--- src/rtl/rtc_regs_pkg.sv ---
package rtc_regs_pkg;
  localparam int unsigned DW      = 8;
  localparam int unsigned TIME_N  = 9;
  localparam int unsigned ALM_N   = 5;
  localparam int unsigned TMR_N   = 4;
  localparam int unsigned URAM_N  = 16;
  localparam int unsigned STAT_N  = 3;

  localparam logic [7:0] STAT_BASE = 8'h00;
  localparam logic [7:0] INIT_ADDR = 8'h02;
  localparam logic [7:0] TRIM_ADDR = 8'h10;
  localparam logic [7:0] TIME_BASE = 8'h20;
  localparam logic [7:0] ALM_BASE  = 8'h30;
  localparam logic [7:0] TMR_BASE  = 8'h40;
  localparam logic [7:0] URAM_BASE = 8'h50;
  localparam logic [7:0] CMD_WCLK_A = 8'h60;
  localparam logic [7:0] CMD_RCLK_A = 8'h61;
  localparam logic [7:0] CMD_WTMR_A = 8'h62;
  localparam logic [7:0] CMD_RTMR_A = 8'h63;

  localparam int unsigned INIT_BIT = 4;
  localparam int unsigned FTM_BIT  = 0;
  localparam int unsigned LOCK_BIT = 0;

  typedef enum logic [2:0] {
    CMD_NONE, CMD_WCLK, CMD_RCLK, CMD_WTMR, CMD_RTMR
  } cmd_e;

  function automatic cmd_e decode_cmd(input logic [7:0] a);
    case (a)
      CMD_WCLK_A: return CMD_WCLK;
      CMD_RCLK_A: return CMD_RCLK;
      CMD_WTMR_A: return CMD_WTMR;
      CMD_RTMR_A: return CMD_RTMR;
      default:    return CMD_NONE;
    endcase
  endfunction
endpackage

--- src/rtl/rtc_byte_bank.sv ---
module rtc_byte_bank #(
  parameter int unsigned N    = 4,
  parameter logic [7:0]  BASE = 8'h00
) (
  input  logic              clk_i,
  input  logic              rst_ni,
  input  logic              we_i,
  input  logic [7:0]        addr_i,
  input  logic [7:0]        wdata_i,
  input  logic              load_i,
  input  logic [N-1:0][7:0] load_data_i,
  output logic              hit_o,
  output logic [7:0]        rdata_o,
  output logic [N-1:0][7:0] data_o
);
  localparam int unsigned IW = (N > 1) ? $clog2(N) : 1;

  logic [N-1:0][7:0] mem_q;
  logic [7:0]        off;
  logic [IW-1:0]     idx;

  assign off   = addr_i - BASE;
  assign idx   = off[IW-1:0];
  assign hit_o = (32'(off) < N);

  always_ff @(posedge clk_i or negedge rst_ni) begin
    if (!rst_ni)              mem_q <= '0;
    else if (load_i)          mem_q <= load_data_i;
    else if (we_i && hit_o)   mem_q[idx] <= wdata_i;
  end

  assign rdata_o = hit_o ? mem_q[idx] : 8'h00;
  assign data_o  = mem_q;
endmodule

--- src/rtl/rtc_ctrl_regs.sv ---
module rtc_ctrl_regs
  import rtc_regs_pkg::*;
(
  input  logic       clk_i,
  input  logic       rst_ni,
  input  logic       we_i,
  input  logic [7:0] addr_i,
  input  logic [7:0] wdata_i,
  output logic       ftm_o,
  output logic       lock_o,
  output logic       hit_o,
  output logic [7:0] rdata_o
);
  logic [STAT_N-1:0][7:0] stat_q;
  logic [7:0]             trim_q;
  logic                   trim_done_q;
  logic                   init_fall;

  // init fires on a 1 -> 0 write of the init bit
  assign init_fall = we_i && (addr_i == INIT_ADDR) && stat_q[2][INIT_BIT] && !wdata_i[INIT_BIT];

  always_ff @(posedge clk_i or negedge rst_ni) begin
    if (!rst_ni) begin
      stat_q      <= '0;
      trim_q      <= '0;
      trim_done_q <= 1'b0;
    end else if (init_fall) begin
      stat_q      <= {8'h00, 8'h00, 8'h01};
      trim_done_q <= 1'b0;
    end else if (we_i) begin
      if (addr_i == STAT_BASE) begin
        stat_q[0] <= wdata_i;
        // tuning bit sticks until trim has been written
        if (stat_q[0][FTM_BIT] && !trim_done_q) stat_q[0][FTM_BIT] <= 1'b1;
      end
      if (addr_i == STAT_BASE + 8'd1) stat_q[1] <= wdata_i;
      if (addr_i == INIT_ADDR)        stat_q[2] <= wdata_i;
      if (addr_i == TRIM_ADDR) begin
        trim_q      <= wdata_i;
        trim_done_q <= 1'b1;
      end
    end
  end

  always_comb begin
    hit_o   = 1'b1;
    rdata_o = 8'h00;
    if (32'(addr_i - STAT_BASE) < STAT_N) rdata_o = stat_q[addr_i[1:0]];
    else if (addr_i == TRIM_ADDR)         rdata_o = trim_q;
    else                                  hit_o   = 1'b0;
  end

  assign ftm_o  = stat_q[0][FTM_BIT];
  assign lock_o = stat_q[1][LOCK_BIT];


  init_clear_chk: assert property (@(posedge clk_i) disable iff (!rst_ni)
    init_fall |=> (stat_q == {8'h00, 8'h00, 8'h01}));

  ftm_hold_chk: assert property (@(posedge clk_i) disable iff (!rst_ni)
    (ftm_o && !trim_done_q) |=> ftm_o);
endmodule

--- src/rtl/rtc_shadow.sv ---
module rtc_shadow
  import rtc_regs_pkg::*;
#(
  parameter int unsigned SEC_MOD = 60
) (
  input  logic                   clk_i,
  input  logic                   rst_ni,
  input  logic                   we_i,
  input  logic [7:0]             addr_i,
  input  logic                   tick_i,
  input  logic                   ftm_i,
  input  logic                   lock_i,
  input  logic [TIME_N-1:0][7:0] time_stage_i,
  input  logic [TMR_N-1:0][7:0]  tmr_stage_i,
  output logic                   consume_o,
  output logic                   time_load_o,
  output logic                   tmr_load_o,
  output logic [TIME_N-1:0][7:0] clk_o,
  output logic [TMR_N-1:0][7:0]  tmr_o
);
  localparam logic [7:0] SEC_TOP = 8'(SEC_MOD - 1);

  cmd_e                   armed_q;
  logic [TIME_N-1:0][7:0] clk_q;
  logic [TMR_N-1:0][7:0]  tmr_q;
  logic                   exec, wclk_go, wclk_blk, sec_adv;

  assign exec     = we_i && (armed_q != CMD_NONE);
  assign wclk_go  = exec && (armed_q == CMD_WCLK) && !lock_i;
  assign wclk_blk = exec && (armed_q == CMD_WCLK) && lock_i;
  assign sec_adv  = tick_i && !ftm_i;

  always_ff @(posedge clk_i or negedge rst_ni) begin
    if (!rst_ni)   armed_q <= CMD_NONE;
    else if (we_i) armed_q <= exec ? CMD_NONE : decode_cmd(addr_i);
  end

  always_ff @(posedge clk_i or negedge rst_ni) begin
    if (!rst_ni)      clk_q <= '0;
    else if (wclk_go) clk_q <= time_stage_i;
    else if (sec_adv) clk_q[0] <= (clk_q[0] >= SEC_TOP) ? 8'h00 : clk_q[0] + 8'd1;
  end

  always_ff @(posedge clk_i or negedge rst_ni) begin
    if (!rst_ni)                                tmr_q <= '0;
    else if (exec && armed_q == CMD_WTMR)       tmr_q <= tmr_stage_i;
  end

  assign consume_o   = exec;
  assign time_load_o = exec && (armed_q == CMD_RCLK);
  assign tmr_load_o  = exec && (armed_q == CMD_RTMR);
  assign clk_o       = clk_q;
  assign tmr_o       = tmr_q;


  wclk_copy_chk: assert property (@(posedge clk_i) disable iff (!rst_ni)
    wclk_go |=> (clk_q == $past(time_stage_i)));

  sec_wrap_chk: assert property (@(posedge clk_i) disable iff (!rst_ni)
    (sec_adv && !wclk_go && clk_q[0] == SEC_TOP) |=> (clk_q[0] == 8'h00));

  lock_hold_chk: assert property (@(posedge clk_i) disable iff (!rst_ni)
    (wclk_blk && !sec_adv) |=> $stable(clk_q));
endmodule

--- src/rtl/rtc_regfile.sv ---
module rtc_regfile
  import rtc_regs_pkg::*;
#(
  parameter int unsigned SEC_MOD = 60
) (
  input  logic       clk_i,
  input  logic       rst_ni,
  input  logic [7:0] addr_i,
  input  logic [7:0] wdata_i,
  input  logic       wr_i,
  input  logic       standby_i,
  input  logic       tick_i,
  output logic [7:0] rdata_o
);
  logic wr_en, reg_we, consume, time_load, tmr_load, ftm, lock;
  logic ctl_hit, time_hit, alm_hit, tmr_hit, uram_hit;
  logic [7:0] ctl_rd, time_rd, alm_rd, tmr_rd, uram_rd;
  logic [TIME_N-1:0][7:0] time_stage, hid_clk;
  logic [TMR_N-1:0][7:0]  tmr_stage, hid_tmr;
  logic [ALM_N-1:0][7:0]  alm_q;
  logic [URAM_N-1:0][7:0] uram_q;

  assign wr_en  = wr_i && !standby_i;
  assign reg_we = wr_en && !consume;  // the executing strobe carries no data

  rtc_ctrl_regs u_ctrl (
    .clk_i, .rst_ni, .we_i(reg_we), .addr_i, .wdata_i,
    .ftm_o(ftm), .lock_o(lock), .hit_o(ctl_hit), .rdata_o(ctl_rd)
  );

  rtc_shadow #(.SEC_MOD(SEC_MOD)) u_shadow (
    .clk_i, .rst_ni, .we_i(wr_en), .addr_i, .tick_i, .ftm_i(ftm), .lock_i(lock),
    .time_stage_i(time_stage), .tmr_stage_i(tmr_stage), .consume_o(consume),
    .time_load_o(time_load), .tmr_load_o(tmr_load), .clk_o(hid_clk), .tmr_o(hid_tmr)
  );

  rtc_byte_bank #(.N(TIME_N), .BASE(TIME_BASE)) u_time (
    .clk_i, .rst_ni, .we_i(reg_we), .addr_i, .wdata_i, .load_i(time_load),
    .load_data_i(hid_clk), .hit_o(time_hit), .rdata_o(time_rd), .data_o(time_stage)
  );

  rtc_byte_bank #(.N(ALM_N), .BASE(ALM_BASE)) u_alarm (
    .clk_i, .rst_ni, .we_i(reg_we), .addr_i, .wdata_i, .load_i(1'b0),
    .load_data_i('0), .hit_o(alm_hit), .rdata_o(alm_rd), .data_o(alm_q)
  );

  rtc_byte_bank #(.N(TMR_N), .BASE(TMR_BASE)) u_timer (
    .clk_i, .rst_ni, .we_i(reg_we), .addr_i, .wdata_i, .load_i(tmr_load),
    .load_data_i(hid_tmr), .hit_o(tmr_hit), .rdata_o(tmr_rd), .data_o(tmr_stage)
  );

  rtc_byte_bank #(.N(URAM_N), .BASE(URAM_BASE)) u_uram (
    .clk_i, .rst_ni, .we_i(reg_we), .addr_i, .wdata_i, .load_i(1'b0),
    .load_data_i('0), .hit_o(uram_hit), .rdata_o(uram_rd), .data_o(uram_q)
  );

  // each bank drives zero when not hit
  assign rdata_o = standby_i ? 8'h00 : (ctl_rd | time_rd | alm_rd | tmr_rd | uram_rd);


  cmd_space_rd_chk: assert property (@(posedge clk_i) disable iff (!rst_ni)
    (addr_i[7:4] == 4'h6) |-> (rdata_o == 8'h00 && !(ctl_hit | time_hit | alm_hit | tmr_hit | uram_hit)));

  standby_ram_chk: assert property (@(posedge clk_i) disable iff (!rst_ni)
    standby_i |=> $stable(uram_q));

  standby_stage_chk: assert property (@(posedge clk_i) disable iff (!rst_ni)
    standby_i |=> ($stable(time_stage) && $stable(alm_q)));
endmodule

--- config.mk ---
export PLATFORM = sky130hd
export DESIGN_NAME = rtc_regfile
export DESIGN_NICKNAME = d
export VERILOG_FILES = /design/src/rtl/rtc_regs_pkg.sv /design/src/rtl/rtc_byte_bank.sv /design/src/rtl/rtc_ctrl_regs.sv /design/src/rtl/rtc_shadow.sv /design/src/rtl/rtc_regfile.sv
export SDC_FILE = /design/constraint.sdc
export NUM_CORES = 1
export LEC_CHECK = 0
export CAP_MARGIN = 25
export CORE_MARGIN = 8
export CORE_UTILIZATION = 57
export CTS_CLUSTER_SIZE = 16
export DETAILED_ROUTE_END_ITERATION = 6
export PLACE_DENSITY = 0.76
export SETUP_SLACK_MARGIN = 0.05
export SYNTH_ARGS = -nofsm -noshare
export SYNTH_HDL_FRONTEND = slang
export SYNTH_SLANG_ARGS = --single-unit
--- constraint.sdc ---
create_clock -name clk_i -period 2.6 [get_ports clk_i]
set_input_delay 0.52 -clock clk_i [delete_from_list [all_inputs] [get_ports clk_i]]
set_output_delay 0.52 -clock clk_i [all_outputs]
set_load 0.005 [all_outputs]
==> qor.yml, run 1 <==
status:
  run_status: "finished, violations left"
  violations: "DRC, setup timing"
setup_path:
  crit_slowest_cell: "mux4_2"
  reg2reg_depth: 9
  r2r_setup_slack_ns: 0.23
  end_kind: "output port"
  path_delay_family: "multiplexers"
  worst-path-buf-inv: 2
  required_ns: 2.08
  cp_slowest_stage_delay_ns: 0.56
  critPathMaxFanout: 2
  worstSetupPathType: "reg2out"
  critPathArrivalTime_ns: 2.34
  crit_chain: "mux4_2 -> a22oi_2 -> nand3_2 -> nand2_2 -> a41oi_2 -> buf_4 -> buf_6"
  cp.depth: 7
  cp-start-kind: "flop"
job:
  maxCapViolations: 0
worst_hold_path:
  hold-path-cell-count: 2
  min-delay-path-class: "reg2reg"
logic_synthesis:
  yosysSeqAreaShare_pct: 51.8
  synth_cells: 1790
  yosys-top-cells-area: "dfrtp_1, mux2_2, nand2_1, mux4_2, mux2i_1"
  synth_ff_type: "dfrtp_1"
  synthArstFlopShare_pct: 100
  yosys.area.top_type_share_pct: 51.8
  synth_cell_types: 74
  avgSynthCellArea_um2: 11.1
  ys_warn_count: 0
  synth.cell_area_um2: 19900
  synthesis.nets: 1816
  ys_ff_latch: 412
  synth_edf_count: 0
  yosysTopAreaCell: "dfrtp_1"
die:
  initial_core_util_pct: 57.8
  die_h_um: 203
  dieArea_um2: 41200
  rows: 68
  pin_count: 29
  core_region_area_um2: 34500
  die_x_um: 203
grt:
  grt_max_degree: 72
  grt_usage_pct: 28.9
  antenna_found_initial: 0
  grt_pass1_wl_mm: 92.7
  overflow: 0
  grt_pass1_vias: 15712
cts:
  cts_inserted_buffers: 44
  cts_tree: "done"
  htreeDepth: 2
  clock-sinks: 412
  cts_max_path_buffers: 3
  cts_root_buffer: "clkbuf_16"
  clk_pin_slew_worst_paths_ns: 0.06
  clk_latency_ns: 0.56
route:
  drc: 1
  viasPerCell: 6.28
  vias: 15420
  drt_first_pass_iters: 7
  drt_iter0_markers: 1608
  wl_mm: 59.4
  avgRoutedWirePerCell_um: 24.2
  ant_nets: 0
sta:
  fin_ws_ns: -0.263
  min_period_ns: 2.86
  grt_setup_unrepaired: "true"
  slew_violations: 0
  period_share_pct: 110
  setup_violations: 8
  final_hold_viol_count: 0
  fmax_mhz: 349
  fin_worst_skew_ns: 0.0161
  worst_pin_slew_ns: 0.667
  relSlewSlack_pct: 55.6
placement:
  place.gp.congestion: 0.967
  dpl_cell_area_um2: 22200
  io_buffer_count: 28
  dpl.hpwl_mm: 40.4
cells_and_area:
  layout-drive-gt1-share_pct: 34.0
  layout_commonest_cell: "dfrtp_1"
  layout_common_cells: "dfrtp_1, nand2_1, buf_4, mux2_2, a21oi_1"
  n_antenna_cell: 0
  area_growth_pct: 23.1
  final_nets: 1992
  design_area_um2: 24500
power_and_ir_drop:
  leakage_nw: 11.8
  p_per_area_nw_per_um2: 606
  ir_drop_mv: 0.570
  p_total_w: 0.0148
-- flip-flops by register name (all words and copies together) (netlist names) --
| signal | cells |
|---|---|
| u_ctrl.trim_q | 8 |
| u_timer.data_o | 32 |
| u_ctrl.ftm_o | 1 |
| u_ctrl.trim_done_q | 1 |
| u_time.data_o | 72 |
| u_shadow.clk_o | 72 |
| u_shadow.tmr_o | 32 |
| u_shadow.armed_q | 3 |
| u_alarm.data_o | 40 |
| u_ctrl.stat_q | 22 |
| u_uram.data_o | 128 |
| u_ctrl.lock_o | 1 |
-- routing by layer --
metal | vias to the layer above | routed length [um] | track usage [%]
met1 | 7876 | 23800 | 38.7
li1 | 6679 | - | -
met5 | - | 0 | 0
met4 | 0 | 2690 | 13.0
met2 | 711 | 27500 | 44.3
met3 | 154 | 5370 | 7.27
-- cell type report --
| type | instances | area [um2] |
|---|---|---|
| clock buffer | 67 | 1360 |
| clock inverter | 12 | 198 |
| fill | 2285 | 9970 |
| inverter | 12 | 47.5 |
| multi-input combinational | 1229 | 9430 |
| sequential | 412 | 10300 |
| tap | 455 | 569 |
| timing repair buffer | 267 | 2570 |
-- path summary, 6_finish.rpt --
kind | start | to
worst max-delay path | u_uram.data_o[51]$_DFFE_PN0P_ | rdata_o[3]
worst min-delay path | u_shadow.clk_o[60]$_DFFE_PN0P_ | u_shadow.clk_o[60]$_DFFE_PN0P_
worst max register to register | u_shadow.armed_q[2]$_DFFE_PN0P_ | u_alarm.data_o[3]$_DFFE_PN0P_
worst min register to register | u_shadow.clk_o[60]$_DFFE_PN0P_ | u_shadow.clk_o[60]$_DFFE_PN0P_
max in group asynchronous | rst_ni | u_uram.data_o[70]$_DFFE_PN0P_
min in group asynchronous | rst_ni | u_shadow.tmr_o[15]$_DFFE_PN0P_
-- worst min-delay path, stage by stage (launching register included) --
cell     delay (ns)
dfrtp_1        0.34
nand2_1        0.05
nand2_1        0.06
-- report_power, final --
part	switching, W	internal, W
Clock	0.00257	0.00409
Combinational	0.000782	0.000557
Sequential	0.000187	0.00664
Total	0.00354	0.0113
-- Yosys cell counts, types with 14 or more instances --
master     instances
a21oi_1          114
a22oi_1           14
buf_1             14
buf_2             28
clkbuf_1          89
dfrtp_1          412
mux2_2           175
mux2i_1           88
mux4_2            52
nand2_1          337
nand3_1           32
nor2_1            81
nor3_1            49
o21ai_0           86
o2bb2ai_1         24
-- cells by family after synthesis --
family	share of synthesized area (%)
xor+xnor	0.0880
fa+ha+maj	0.314
buf+inv	3.22
flops	51.8
compound gates	9.57
mux	21.1
simple gates	13.9
-- timing repair --
action | CTS | global route
endpoints found under the hold margin | 62 | 0
pin swaps | 37 | 28
setup endpoints to repair | 136 | 76
buffers inserted | 16 | 9
gates cloned | 1 | 1
gates resized for setup | 117 | 51
hold buffers | 1 | 0
-- metrics by stage --
stage / setup slack [ns] / TNS [ns] / hold slack (ns) / util (%) / cells
2_1_floorplan: 0.0500 / 0 / 0.224 / - / 1790
3_3_place_gp: -1.08 / -149.34 / 0.457 / 64.5 / 2350
3_5_place_dp: -1.15 / -160.07 / 0.462 / 64.5 / 2350
4_1_cts: -0.320 / -1.59 / 0.456 / 70.2 / 2444
5_1_grt: -0.298 / -1.85 / 0.481 / 71.1 / 2454
6_report: -0.263 / -1.57 / 0.475 / 71.1 / 2454
Note: power is estimated with default switching activity, not from simulation.
==> run 2, diff against run 1 <==
--- a/config.mk
+++ b/config.mk
@@ -5,12 +5,14 @@
 export SDC_FILE = /design/constraint.sdc
 export NUM_CORES = 1
 export LEC_CHECK = 0
+export ABC_AREA = 0
 export CAP_MARGIN = 25
 export CORE_MARGIN = 8
 export CORE_UTILIZATION = 57
 export CTS_CLUSTER_SIZE = 16
 export DETAILED_ROUTE_END_ITERATION = 6
 export PLACE_DENSITY = 0.76
+export REMOVE_ABC_BUFFERS = 1
 export SETUP_SLACK_MARGIN = 0.05
 export SYNTH_ARGS = -nofsm -noshare
 export SYNTH_HDL_FRONTEND = slang
==> run 2 against run 1 <==
Against the previous run:
- power grew 0.78%
- the flow finishes with violations (hold timing, setup timing)
- critical path depth down 1
- critical endpoint is now rdata_o[2]
- clock-buffer cell count shrank 8
- clock skew is 0.0041 ns lower
==> qor.yml, run 2 (same netlist as run 1, synthesis figures left out) <==
placement:
  io_buffer_count: 28
  pre_cts_ws_ns: -1.00
  place.gp.congestion: 0.923
  dp_cells: 2341
  dpl.hpwl_mm: 40.5
sta:
  final_hold_viol_count: 2
  slew_violations: 0
  setup_violations: 8
  fmax_mhz: 364
  min_period_ns: 2.75
  relSlewSlack_pct: 44.9
  period_share_pct: 106
  fin_ws_ns: -0.148
  grt_setup_unrepaired: "true"
  worst_pin_slew_ns: 0.827
  fin_worst_skew_ns: 0.0119
  hold_slack_ns: -0.0348
setup_path:
  critPathArrivalTime_ns: 2.23
  cp-start-kind: "flop"
  worstSetupPathType: "reg2out"
  r2r_setup_slack_ns: 0.22
  reg2reg_depth: 6
  r2r-start: "u_shadow.armed_q[2]$_DFFE_PN0P_"
  critPathMaxFanout: 2
  required_ns: 2.08
  end_kind: "output port"
  cp-startpoint: "u_uram.data_o[58]$_DFFE_PN0P_"
  r2r_end: "u_uram.data_o[5]$_DFFE_PN0P_"
cells_and_area:
  layout-drive-gt1-share_pct: 33.5
  layout_common_cells: "dfrtp_1, nand2_1, buf_4, mux2_2, a21oi_1"
  largest_register_ffs: 128
  finalNonFillerCells: 2447
  final_nets: 1985
  n_antenna_cell: 0
  area_growth_pct: 22.8
  layout_commonest_cell: "dfrtp_1"
power_and_ir_drop:
  ir_drop_mv: 0.678
  p_total_w: 0.0150
  leakage_nw: 11.8
  p_per_area_nw_per_um2: 612
grt:
  grt_max_degree: 80
  grt_pass1_vias: 15922
  antenna_found_initial: 1
  grt_pass1_wl_mm: 94.2
  overflow: 0
  grt_usage_pct: 29.2
die:
  core_region_area_um2: 34500
  pin_count: 29
  rows: 68
  dieArea_um2: 41200
  initial_core_util_pct: 57.8
  die_h_um: 203
  die_x_um: 203
cts:
  cts_max_path_buffers: 3
  cts_inserted_buffers: 43
  clk_pin_slew_worst_paths_ns: 0.06
  clock-sinks: 412
  cts_root_buffer: "clkbuf_16"
  cts_tree: "done"
  clk_latency_ns: 0.55
  htreeDepth: 2
worst_hold_path:
  min-delay-path-class: "in2async"
route:
  avgRoutedWirePerCell_um: 24.6
  drc: 0
  ant_nets: 0
  drt_iter0_markers: 1325
  wl_mm: 60.3
  drt_first_pass_iters: 6
  viasPerCell: 6.33
  vias: 15482
status:
  run_status: "finished, violations left"
  violations: "hold timing, setup timing"
job:
  maxCapViolations: 0
-- run 2: changes by cell type in the layout (fill, tap and decap cells not counted), sizes merged, moves of 2 or more --
cell / delta
buf: -8
clkbuf: -7
inv: -2
bufinv: +3
clkinv: +6
bufbuf: +2
-- run 2: area by class of cell --
type,instances,area [um2]
Fill cell,2351,10000
Clock buffer,59,1270
Timing Repair Buffer,261,2620
Inverter,12,45.0
Sequential cell,412,10300
Tap cell,455,569
Multi-Input combinational cell,1229,9320
Clock inverter,19,300
-- run 2: report_power, final --
| group | total (W) | switching (W) | leakage [nW] | internal [W] |
|---|---|---|---|---|
| logic | 0.00133 | 0.000775 | 5.33 | 0.000559 |
| clock network | 0.00678 | 0.00257 | 0.774 | 0.00420 |
| registers | 0.00684 | 0.000200 | 5.68 | 0.00664 |
| total | 0.0150 | 0.00355 | 11.8 | 0.0114 |
-- run 2: worst max-delay path by stage --
stage / to
2_1_floorplan: u_time.data_o[32]$_DFFE_PN0P_
3_3_place_gp: rdata_o[6]
3_5_place_dp: rdata_o[6]
4_1_cts: rdata_o[3]
5_1_grt: rdata_o[3]
6_report: rdata_o[2]
-- run 2: critical path, cell delays in order (launching register included) --
cell and delay [ns]:
dfrtp_1 0.39, mux4_2 0.53, a22oi_2 0.22, nand3_1 0.14
nand2_1 0.09, a41oi_2 0.14, buf_2 0.17
-- run 2: through the flow --
| stage | cell area [um2] | utilization (%) | hold slack, ns | TNS, ns |
|---|---|---|---|---|
| 6_report | 24400 | 70.9 | -0.0348 | -0.711 |
| 5_1_grt | 24400 | 70.9 | 0.0136 | -1.00 |
| 4_1_cts | 24200 | 70.3 | 0.0308 | -0.751 |
| 3_5_place_dp | 22200 | 64.3 | 0.462 | -131.50 |
| 3_3_place_gp | 22200 | 64.3 | 0.457 | -124.73 |
| 2_1_floorplan | 19300 | - | 0.224 | -238.53 |
-- run 2: timing repair --
item	4_1_cts	5_1_grt
hold buffers	0	0
pin swaps	34	22
gates resized for setup	123	25
buffers inserted	19	4
cloned	3	2
setup endpoints to repair	136	22
-- run 2: layer usage --
metal	track usage [%]	wire length, um	vias to the layer above	share of wire, %
li1	-	-	6678	-
met1	38.7	24200	7940	40
met2	46.2	28800	689	48
met3	5.83	4510	173	7.5
met4	13.7	2820	2	4.7
met5	0	15	-	0.025
